### src/rtl/mm_pkg.sv
package mm_pkg;
  localparam int TILE  = 4;
  localparam int TELEM = TILE * TILE;
  localparam int IDXW  = $clog2(TELEM);

  typedef enum logic [2:0] {
    S_IDLE, S_CLEAR, S_LOAD, S_MAC, S_WAIT, S_STORE, S_DONE
  } mmState_t;

  // Strobes from control to datapath
  typedef struct packed {
    logic            clrAcc;
    logic            capEn;
    logic [IDXW-1:0] capIdx;
    logic            accLoad;
  } mmCtrl_t;
endpackage

### src/rtl/mm_ctrl.sv
module mm_ctrl
  import mm_pkg::*;
#(
  parameter int DIMW  = 8,
  parameter int ADDRW = 16
) (
  input  logic             clk,
  input  logic             rstN,
  input  logic             start,
  input  logic [DIMW-1:0]  dimM,
  input  logic [DIMW-1:0]  dimN,
  input  logic [DIMW-1:0]  dimK,
  input  logic             macDone,
  output logic             busy,
  output logic             done,
  output logic             err,
  output logic             aRdEn,
  output logic [ADDRW-1:0] aAddr,
  output logic             bRdEn,
  output logic [ADDRW-1:0] bAddr,
  output logic             macReq,
  output logic             cWrEn,
  output logic [ADDRW-1:0] cAddr,
  output logic [IDXW-1:0]  cIdx,
  output mmCtrl_t          ctrl
);
  localparam logic [DIMW:0]   STEP  = (DIMW+1)'(TILE);
  localparam logic [DIMW-1:0] TSTEP = DIMW'(TILE);

  mmState_t state;
  logic [DIMW-1:0] mR, nR, kR, ti, tj, tk;
  logic [IDXW:0]   cnt;
  logic            rdValid, errR;
  logic [IDXW-1:0] rdIdx;

  logic [1:0] eRow, eCol;
  logic       badDims, lastK, lastCol, lastRow;

  assign eRow = cnt[3:2];
  assign eCol = cnt[1:0];

  assign badDims = (dimM == '0) || (dimN == '0) || (dimK == '0) ||
                   ((dimM % TSTEP) != '0) || ((dimN % TSTEP) != '0) ||
                   ((dimK % TSTEP) != '0);
  assign lastK   = ({1'b0, tk} + STEP) == {1'b0, kR};
  assign lastCol = ({1'b0, tj} + STEP) == {1'b0, nR};
  assign lastRow = ({1'b0, ti} + STEP) == {1'b0, mR};

  always_ff @(posedge clk) begin
    if (!rstN) begin
      state   <= S_IDLE;
      {mR, nR, kR} <= '0;
      {ti, tj, tk} <= '0;
      cnt     <= '0;
      rdValid <= 1'b0;
      rdIdx   <= '0;
      errR    <= 1'b0;
    end else begin
      rdValid <= (state == S_LOAD) && !cnt[IDXW];
      rdIdx   <= cnt[IDXW-1:0];
      unique case (state)
        S_IDLE: if (start) begin
          errR  <= badDims;
          mR    <= dimM;
          nR    <= dimN;
          kR    <= dimK;
          ti    <= '0;
          tj    <= '0;
          state <= badDims ? S_DONE : S_CLEAR;
        end
        S_CLEAR: begin
          tk    <= '0;
          cnt   <= '0;
          state <= S_LOAD;
        end
        S_LOAD: begin
          if (cnt[IDXW]) state <= S_MAC;
          else           cnt   <= cnt + 1'b1;
        end
        S_MAC: state <= S_WAIT;
        S_WAIT: if (macDone) begin
          cnt <= '0;
          if (lastK) state <= S_STORE;
          else begin
            tk    <= tk + TSTEP;
            state <= S_LOAD;
          end
        end
        S_STORE: begin
          if (cnt[IDXW-1:0] == IDXW'(TELEM-1)) begin
            if (lastCol) begin
              tj <= '0;
              if (lastRow) state <= S_DONE;
              else begin
                ti    <= ti + TSTEP;
                state <= S_CLEAR;
              end
            end else begin
              tj    <= tj + TSTEP;
              state <= S_CLEAR;
            end
          end else cnt <= cnt + 1'b1;
        end
        S_DONE:  state <= S_IDLE;
        default: state <= S_IDLE;
      endcase
    end
  end

  always_comb begin
    aAddr = (ADDRW'(ti) + ADDRW'(eRow)) * ADDRW'(kR) + ADDRW'(tk) + ADDRW'(eCol);
    bAddr = (ADDRW'(tk) + ADDRW'(eRow)) * ADDRW'(nR) + ADDRW'(tj) + ADDRW'(eCol);
    cAddr = (ADDRW'(ti) + ADDRW'(eRow)) * ADDRW'(nR) + ADDRW'(tj) + ADDRW'(eCol);
  end

  assign busy   = (state != S_IDLE);
  assign done   = (state == S_DONE);
  assign err    = errR;
  assign aRdEn  = (state == S_LOAD) && !cnt[IDXW];
  assign bRdEn  = aRdEn;
  assign macReq = (state == S_MAC);
  assign cWrEn  = (state == S_STORE);
  assign cIdx   = cnt[IDXW-1:0];

  assign ctrl.clrAcc  = (state == S_CLEAR);
  assign ctrl.capEn   = rdValid;
  assign ctrl.capIdx  = rdIdx;
  assign ctrl.accLoad = (state == S_WAIT) && macDone;
endmodule

### src/rtl/mm_datapath.sv
module mm_datapath
  import mm_pkg::*;
#(
  parameter int DW = 16,
  parameter int AW = 32
) (
  input  logic                clk,
  input  logic                rstN,
  input  mmCtrl_t             ctrl,
  input  logic [DW-1:0]       aRdData,
  input  logic [DW-1:0]       bRdData,
  input  logic [TELEM*AW-1:0] macResult,
  input  logic [IDXW-1:0]     cIdx,
  output logic [TELEM*DW-1:0] macA,
  output logic [TELEM*DW-1:0] macB,
  output logic [TELEM*AW-1:0] macAcc,
  output logic [AW-1:0]       cWrData
);
  for (genvar e = 0; e < TELEM; e++) begin : gElem
    logic hit;
    assign hit = ctrl.capEn && (ctrl.capIdx == IDXW'(e));

    always_ff @(posedge clk) begin
      if (!rstN) begin
        macA[e*DW +: DW]   <= '0;
        macB[e*DW +: DW]   <= '0;
        macAcc[e*AW +: AW] <= '0;
      end else begin
        if (hit) begin
          macA[e*DW +: DW] <= aRdData;
          macB[e*DW +: DW] <= bRdData;
        end
        if (ctrl.clrAcc)       macAcc[e*AW +: AW] <= '0;
        else if (ctrl.accLoad) macAcc[e*AW +: AW] <= macResult[e*AW +: AW];
      end
    end
  end

  assign cWrData = macAcc[cIdx*AW +: AW];
endmodule

### src/rtl/mm_tile_seq.sv
module mm_tile_seq
  import mm_pkg::*;
#(
  parameter int DW    = 16,
  parameter int AW    = 32,
  parameter int DIMW  = 8,
  parameter int ADDRW = 16
) (
  input  logic                clk,
  input  logic                rstN,
  input  logic                start,
  input  logic [DIMW-1:0]     dimM,
  input  logic [DIMW-1:0]     dimN,
  input  logic [DIMW-1:0]     dimK,
  output logic                busy,
  output logic                done,
  output logic                err,
  output logic                aRdEn,
  output logic [ADDRW-1:0]    aAddr,
  input  logic [DW-1:0]       aRdData,
  output logic                bRdEn,
  output logic [ADDRW-1:0]    bAddr,
  input  logic [DW-1:0]       bRdData,
  output logic                macReq,
  output logic [TELEM*DW-1:0] macA,
  output logic [TELEM*DW-1:0] macB,
  output logic [TELEM*AW-1:0] macAcc,
  input  logic                macDone,
  input  logic [TELEM*AW-1:0] macResult,
  output logic                cWrEn,
  output logic [ADDRW-1:0]    cAddr,
  output logic [AW-1:0]       cWrData
);
  mmCtrl_t         ctrl;
  logic [IDXW-1:0] cIdx;

  mm_ctrl #(.DIMW(DIMW), .ADDRW(ADDRW)) uCtrl (
    .clk(clk), .rstN(rstN), .start(start),
    .dimM(dimM), .dimN(dimN), .dimK(dimK), .macDone(macDone),
    .busy(busy), .done(done), .err(err),
    .aRdEn(aRdEn), .aAddr(aAddr), .bRdEn(bRdEn), .bAddr(bAddr),
    .macReq(macReq), .cWrEn(cWrEn), .cAddr(cAddr), .cIdx(cIdx),
    .ctrl(ctrl)
  );

  mm_datapath #(.DW(DW), .AW(AW)) uDp (
    .clk(clk), .rstN(rstN), .ctrl(ctrl),
    .aRdData(aRdData), .bRdData(bRdData), .macResult(macResult),
    .cIdx(cIdx), .macA(macA), .macB(macB), .macAcc(macAcc),
    .cWrData(cWrData)
  );
endmodule

### config.mk
export PLATFORM = sky130hd
export DESIGN_NAME = mm_tile_seq
export DESIGN_NICKNAME = d
export VERILOG_FILES = /design/src/rtl/mm_pkg.sv /design/src/rtl/mm_ctrl.sv /design/src/rtl/mm_datapath.sv /design/src/rtl/mm_tile_seq.sv
export SDC_FILE = /design/constraint.sdc
export NUM_CORES = 2
export LEC_CHECK = 0
export ABC_CLOCK_PERIOD_IN_PS = 13100
export BUFFER_PORTS_ARGS = -buffer_cell sky130_fd_sc_hd__buf_2
export CORE_AREA = 2 2 658 660
export CTS_CLUSTER_SIZE = 8
export DETAILED_ROUTE_END_ITERATION = 12
export DIE_AREA = 0 0 660 662
export PLACE_DENSITY = 0.37
export SLEW_MARGIN = 20
export SYNTH_ARGS = -nofsm -noshare
export SYNTH_HDL_FRONTEND = slang
export SYNTH_SLANG_ARGS = --single-unit
### constraint.sdc
create_clock -name clk -period 13.1 [get_ports clk]
set_input_delay 0 -clock clk [delete_from_list [all_inputs] [get_ports clk]]
set_output_delay 0 -clock clk [all_outputs]
set_load 0.05 [all_outputs]
# Word-level counts from Yosys, hierarchy flattened
# Index checks and enable logic that the tools add are counted.
# word_totals
ff_bits,1086
input_bits,572
out_inout_bits,1111
elab_cells,182
# op_classes
add_sub_neg,15
mul,3
eq_ne,34
shift,1
n_mux,24
bitwise,1
reduce_logical,44
# ops
operator,n
$shiftx A512 B10 Y32,1
$mux W8,8
$add A16 B2 Y16,3
$add A16 B8 Y16,3
$mul A16 B8 Y16,3
$pmux W8 S2,3
$eq A4 B4 Y1 const B,9
$add A8 B3 Y9 const B,3
$eq A9 B8 Y1,3
$add A8 B3 Y8 const B,3
$logic_not A8 Y1,3
$mux W3,8
$reduce_bool A8 Y1,3
$pmux W5 S4,1
$add A8 B2 Y9,2
$logic_and A1 B1 Y1,18
$pmux W3 S6,1
$eq A4 B3 Y1 const B,4
$mux W5,3
$ne A2 B2 Y1 const B,6
$eq A3 B3 Y1 const B,3
$reduce_and A3 Y1,3
$eq A4 B2 Y1 const B,2
$reduce_and A4 Y1,2
other kinds (16),24

# Longest topological paths before layout
# logic_depth
ltp_word,9
depth_mapped,22
mapped_depth_nobuf,18

# Hierarchy
# From an unflattened synthesis, not the netlist that was laid out.
# unflattened
cells_unflattened,5572
area_unflattened_um2,52579.2
# modules_own_cells
module,n_inst,cells_per_inst,area_per_inst_um2,seq_area_each_um2
mm_datapath,1,4331,42285.6,20499.7
mm_ctrl,1,1241,10293.6,1121.1

# Least setup slack after synthesis
# No wires, ideal clock.
# synth_timing
path_kind,reg2out
startpoint,register uCtrl.cnt[3]
endpoint,output port aAddr[15]
arrival_ns,5.920
required_ns,13.100
slack_ns,7.180
path_stages_with_launch,23
path_buffers,4
path_cell_list,dfxtp_1 clkbuf_1 buf_1 clkbuf_1 clkbuf_1 nand2_1 fa_1 inv_1 ha_1 ha_1 inv_1 fa_1 inv_1 ha_1 inv_1 fa_1 inv_1 a21oi_1 o21ai_0 a211oi_1 o31ai_1 nor4_1 nor3_1
# synth_via
elab_chain_cells,4
# synth_lines
item,line_no,source
start: declaration,mm_ctrl.sv:32,logic [IDXW:0] cnt;
start signal: assignment,mm_ctrl.sv:78,else cnt <= cnt + 1'b1;
start signal: assignment,mm_ctrl.sv:102,end else cnt <= cnt + 1'b1;
$add A8 B2 Y9,mm_ctrl.sv:111,aAddr = (ADDRW'(ti) + ADDRW'(eRow)) * ADDRW'(kR) + ADDRW'(tk) + ADDRW'(eCol);
$mul A16 B8 Y16,mm_ctrl.sv:111,
$add A16 B8 Y16,mm_ctrl.sv:111,
$add A16 B2 Y16,mm_ctrl.sv:111,
end: declaration,mm_tile_seq.sv:19,"output logic [ADDRW-1:0] aAddr,"
# Every way passes these cells.

# Final worst setup path
# layout_timing
startpoint,register uCtrl.tk[4]
endpoint,output port bAddr[14]
# layout_via
elab_chain_cells,4
# layout_lines
item,line_no,source
start: declaration,mm_ctrl.sv:31,"logic [DIMW-1:0] mR, nR, kR, ti, tj, tk;"
start signal: assignment,mm_ctrl.sv:85,tk <= tk + TSTEP;
$add A8 B2 Y9,mm_ctrl.sv:112,bAddr = (ADDRW'(tk) + ADDRW'(eRow)) * ADDRW'(nR) + ADDRW'(tj) + ADDRW'(eCol);
$mul A16 B8 Y16,mm_ctrl.sv:112,
$add A16 B8 Y16,mm_ctrl.sv:112,
$add A16 B2 Y16,mm_ctrl.sv:112,
end: declaration,mm_tile_seq.sv:22,"output logic [ADDRW-1:0] bAddr,"
# Every way passes these cells.

==> implementation parameters <==
Parameter                              Value

Outcome
  Run status    finished, final reports clean

Power and ir drop
  Power Dens Cells    142 mW/mm^2
  Standby leakage power    about 32 nW
  Maximum resistive drop on vdd    101 uV

Route
  Detailed-route via count    54084
  Antenna-violating nets left    0
  Number of detailed-route iterations in the first pass    5
  Routed len/inst    around 26 um
  Per-cell via count in the routed design    ~3.8
  Count of routing violations after the opening detailed-route iteration    4327
  DRC Markers    0
  Wire length reported by the detailed router    379 mm

Place
  RePlAce Congestion    between 0.9 and 1
  Post-placement cell count    between 10000 and 15000
  Total of buffers placed on input and output ports    between 1500 and 2000
  Pre-CTS WS    roughly 7.5 ns
  Detail Placement HPWL    about 300 mm
  Total placed instance area    ~0.063 mm^2

Floorplanning
  Boundary Pins    approximately 1700
  Area of the core    between 0.4 and 0.5 mm^2
  Horizontal die dimension    around 660 um
  Vertical die dimension    662 um
  Area of the die    0.437 mm^2
  Standard-cell rows    241
  Initial Util    a little under an eighth

GRT
  Via count of the first global-routing pass    about 53000
  Global-route usage over all layers    16.6%
  Global-route wire length before repair    between 400 and 500 mm
  Met3 Resource Use GR    around 4.2%
  Maximum number of pins on one net before global-route repair    between 150 and 200
  Met1 track demand over resource    a little under a fifth
  Remaining global-route overflow    0
  Busiest layer in global routing    met2
  Met2 capacity usage during global routing    28.0%
  Antenna violations before repair    between 150 and 200

Worst setup path
  Worst stage delay on the critical path    0.84 ns
  Worst Path Class, Setup    reg -> out
  Startpoint of the most critical setup path    uCtrl.tk[4]
  Flop-to-flop setup slack    between 7 and 8 ns
  Maximum fanout encountered on the critical timing path    16
  Critical path endpoint category    primary output
  End point of the critical path    bAddr[14]
  Series of cell instances along the critical path    nand2_1 -> fa_1 -> inv_1 -> fa_1 -> ha_1 -> inv_1 -> fa_1 -> inv_1 -> ha_1 -> a21o_1 -> a21oi_1 -> o21ai_0 -> a2111oi_0 -> o41ai_1 -> a21oi_1 -> xnor2_1 -> buf_2
  Data arrival time at the worst-slack endpoint    6.27 ns
  Critical-path cell with the highest stage delay    a2111oi_0
  Source of the worst register-to-register timing path    uCtrl.state[2]
  Required time of the worst setup path    about 13 ns
  Crit path launch type    flip-flop
  Capture point of the worst reg-to-reg path    uDp.macAcc[356]
  Cell depth of the worst flop-to-flop path    8

Clock network
  Post-CTS clock slew at the launch and capture registers of the worst setup and hold paths    0.05 ns
  Clock tree from TritonCTS    built
  Number of clock sinks    about 1100
  Setup repair bufs after CTS    0
  CTS buffer count    about 170
  Maximum buffer depth of the clock tree    4
  Clock latency of the later-clocked register in the worst-skew pair    0.92 ns
  Total number of H-tree levels    4
  CTS Root Cell    clkbuf_16

Final layout
  Synth-to-layout area growth    63.0%
  Nets    just over 9000
  Post-Layout Inst Area    roughly 0.08 mm^2
  Fraction of layout cells with a size suffix above 1    around 25%
  Number of filler instances in the final layout    approximately 49000
  Finished Layout Cells    around 14000

Logic synthesis
  Count of state elements after synthesis    1080
  Warnings, synthesis    0
  EDFF count, synth    0
  Unique cell type count in the Yosys netlist    66
  Cell accounting for the most synthesized area    dfxtp_1
  Most numerous cell types in the synthesized netlist    nand2_1, dfxtp_1, a21oi_1, clkbuf_1, inv_1
  Register area share after synthesis    between 40 and 50%
  Mapped Area    just under 0.05 mm^2
  Number of standard cells after synthesis    around 6000
  Synth top area share    44.2%
  Cells taking the most area after synthesis    dfxtp_1, nand2_1, a21oi_1, mux4_2, fa_1
  Average instance area after synthesis    approximately 8.2 um^2
  Leading cell type by number of instances after synthesis    nand2_1
  Most used flip-flop cell after synthesis    dfxtp_1
  Fraction of registers with async set or reset after synthesis    0%

Timing
  Worst setup slack after layout    between 6 and 7 ns
  Maximum clock skew at final layout    ~0.14 ns
  Worst hold margin    ~0.078 ns
  Fin. max-slew vios    0
  Fraction of the cycle the final worst path needs    between 40% and 50%
  Final-report hold violation count    0
  Worst-Margin Slew    approximately 1.1 ns
  Worst rel slew slack    24.9%
  Final TNS setup    0 ns
  Fmax    about 160 MHz
  Count of final setup violators    0
  Setup repair after global routing missed its margin    false
  Post-layout minimum cycle time    6.27 ns

Flow run
  Max-Cap Viols    0

Min path
  Type of the worst min-delay path    in -> reg
-- critical path, delay by kind of cell (launching register included) --
kind	cells	cell delay, ns
compound gates	6	1.89
xor+xnor	1	0.14
fa+ha+maj	5	2.06
buf+inv	4	0.50
flops	1	0.72
simple gates	1	0.16
-- through the flow --
step                      total power (W)  utilization (%)
after global routing               0.0117             18.5
after floorplan                   0.00547                -
final                              0.0113             18.5
after detailed placement          0.00676             14.8
after global placement            0.00677             14.8
after CTS                          0.0115             18.5
-- worst min path at each step --
stage | start | to | depth (start not counted)
after floorplan | dimM[0] | uCtrl.mR[0] | 2
after global placement | macResult[495] | uDp.macAcc[495] | 3
after global routing | macResult[42] | uDp.macAcc[42] | 4
after CTS | macResult[357] | uDp.macAcc[357] | 4
final | macResult[242] | uDp.macAcc[242] | 4
after detailed placement | macResult[38] | uDp.macAcc[38] | 3
-- cell type report --
class | count | area [um^2] | share of cell area (%)
clock inverter | 26 | 480 | 0.603
inverter | 235 | 890 | 1.12
multi-input combinational | 4162 | 24700 | 31.0
sequential | 1080 | 21600 | 27.2
clock buffer | 192 | 4420 | 5.54
timing repair buffer | 2862 | 20100 | 25.3
antenna | 91 | 228 | 0.286
tap | 5710 | 7140 | 8.97
-- cells in the final DEF (no fill, tap or decap), drive strengths merged, types with 8 or more instances in the layout --
master and n:
nand2 2205, buf 1749, dlygate4sd3 1113, dfxtp 1080, a21oi 1078, inv 239
clkbuf 192, mux4 160, fa 147, and2 118, ha 110, diode 91
nor2 49, xnor2 46, o21ai 27, nor3 26, nand3 23, conb 21
xor2 16, clkinv 12, nor2b 10, a21o 9, nor4 8, and3 8
-- cells by family after synthesis --
family | count (synthesis) | share of synthesized area, %
muxes | 161 | 7.39
adders and majority gates | 257 | 8.83
xor gates and xnor gates | 62 | 1.11
buffers and inverters | 720 | 5.63
DFF | 1080 | 44.2
other | 2 | 0.0154
and+or+nand+nor | 2483 | 20.2
AOI/OAI and AO/OA | 1178 | 12.6
-- timing repair --
action / 4_1_cts / 5_1_grt
hold buffers: 1113 / 0
hold endpoints to repair: 1078 / 0
resized for setup: 0 / 0
setup endpoints to repair: 0 / 0
-- where the power goes --
part           switching (W)  internal [W]  leakage [nW]
clock network        0.00179       0.00251          2.38
registers           0.000407       0.00352          8.73
logic                0.00223      0.000858          21.3
total                0.00443       0.00689          32.4
-- sequential cells by signal, summed over array words and instances (netlist names) --
signal	flops
uCtrl.nR	8
uCtrl.kR	8
uCtrl.rdValid	1
uCtrl.ti	6
uDp.macA	256
uCtrl.tj	6
uCtrl.tk	6
uCtrl.state	3
uCtrl.err	1
uCtrl.mR	8
uDp.macB	256
uDp.macAcc	512
uCtrl.rdIdx	4
uCtrl.cnt	5
-- layer usage --
layer	vias to the layer above	share of wire [%]
met3	750	7.1
met1	26527	39
met5	-	0.077
li1	24506	-
met4	36	6.5
met2	2265	48
(Power assumes the default switching activity.)
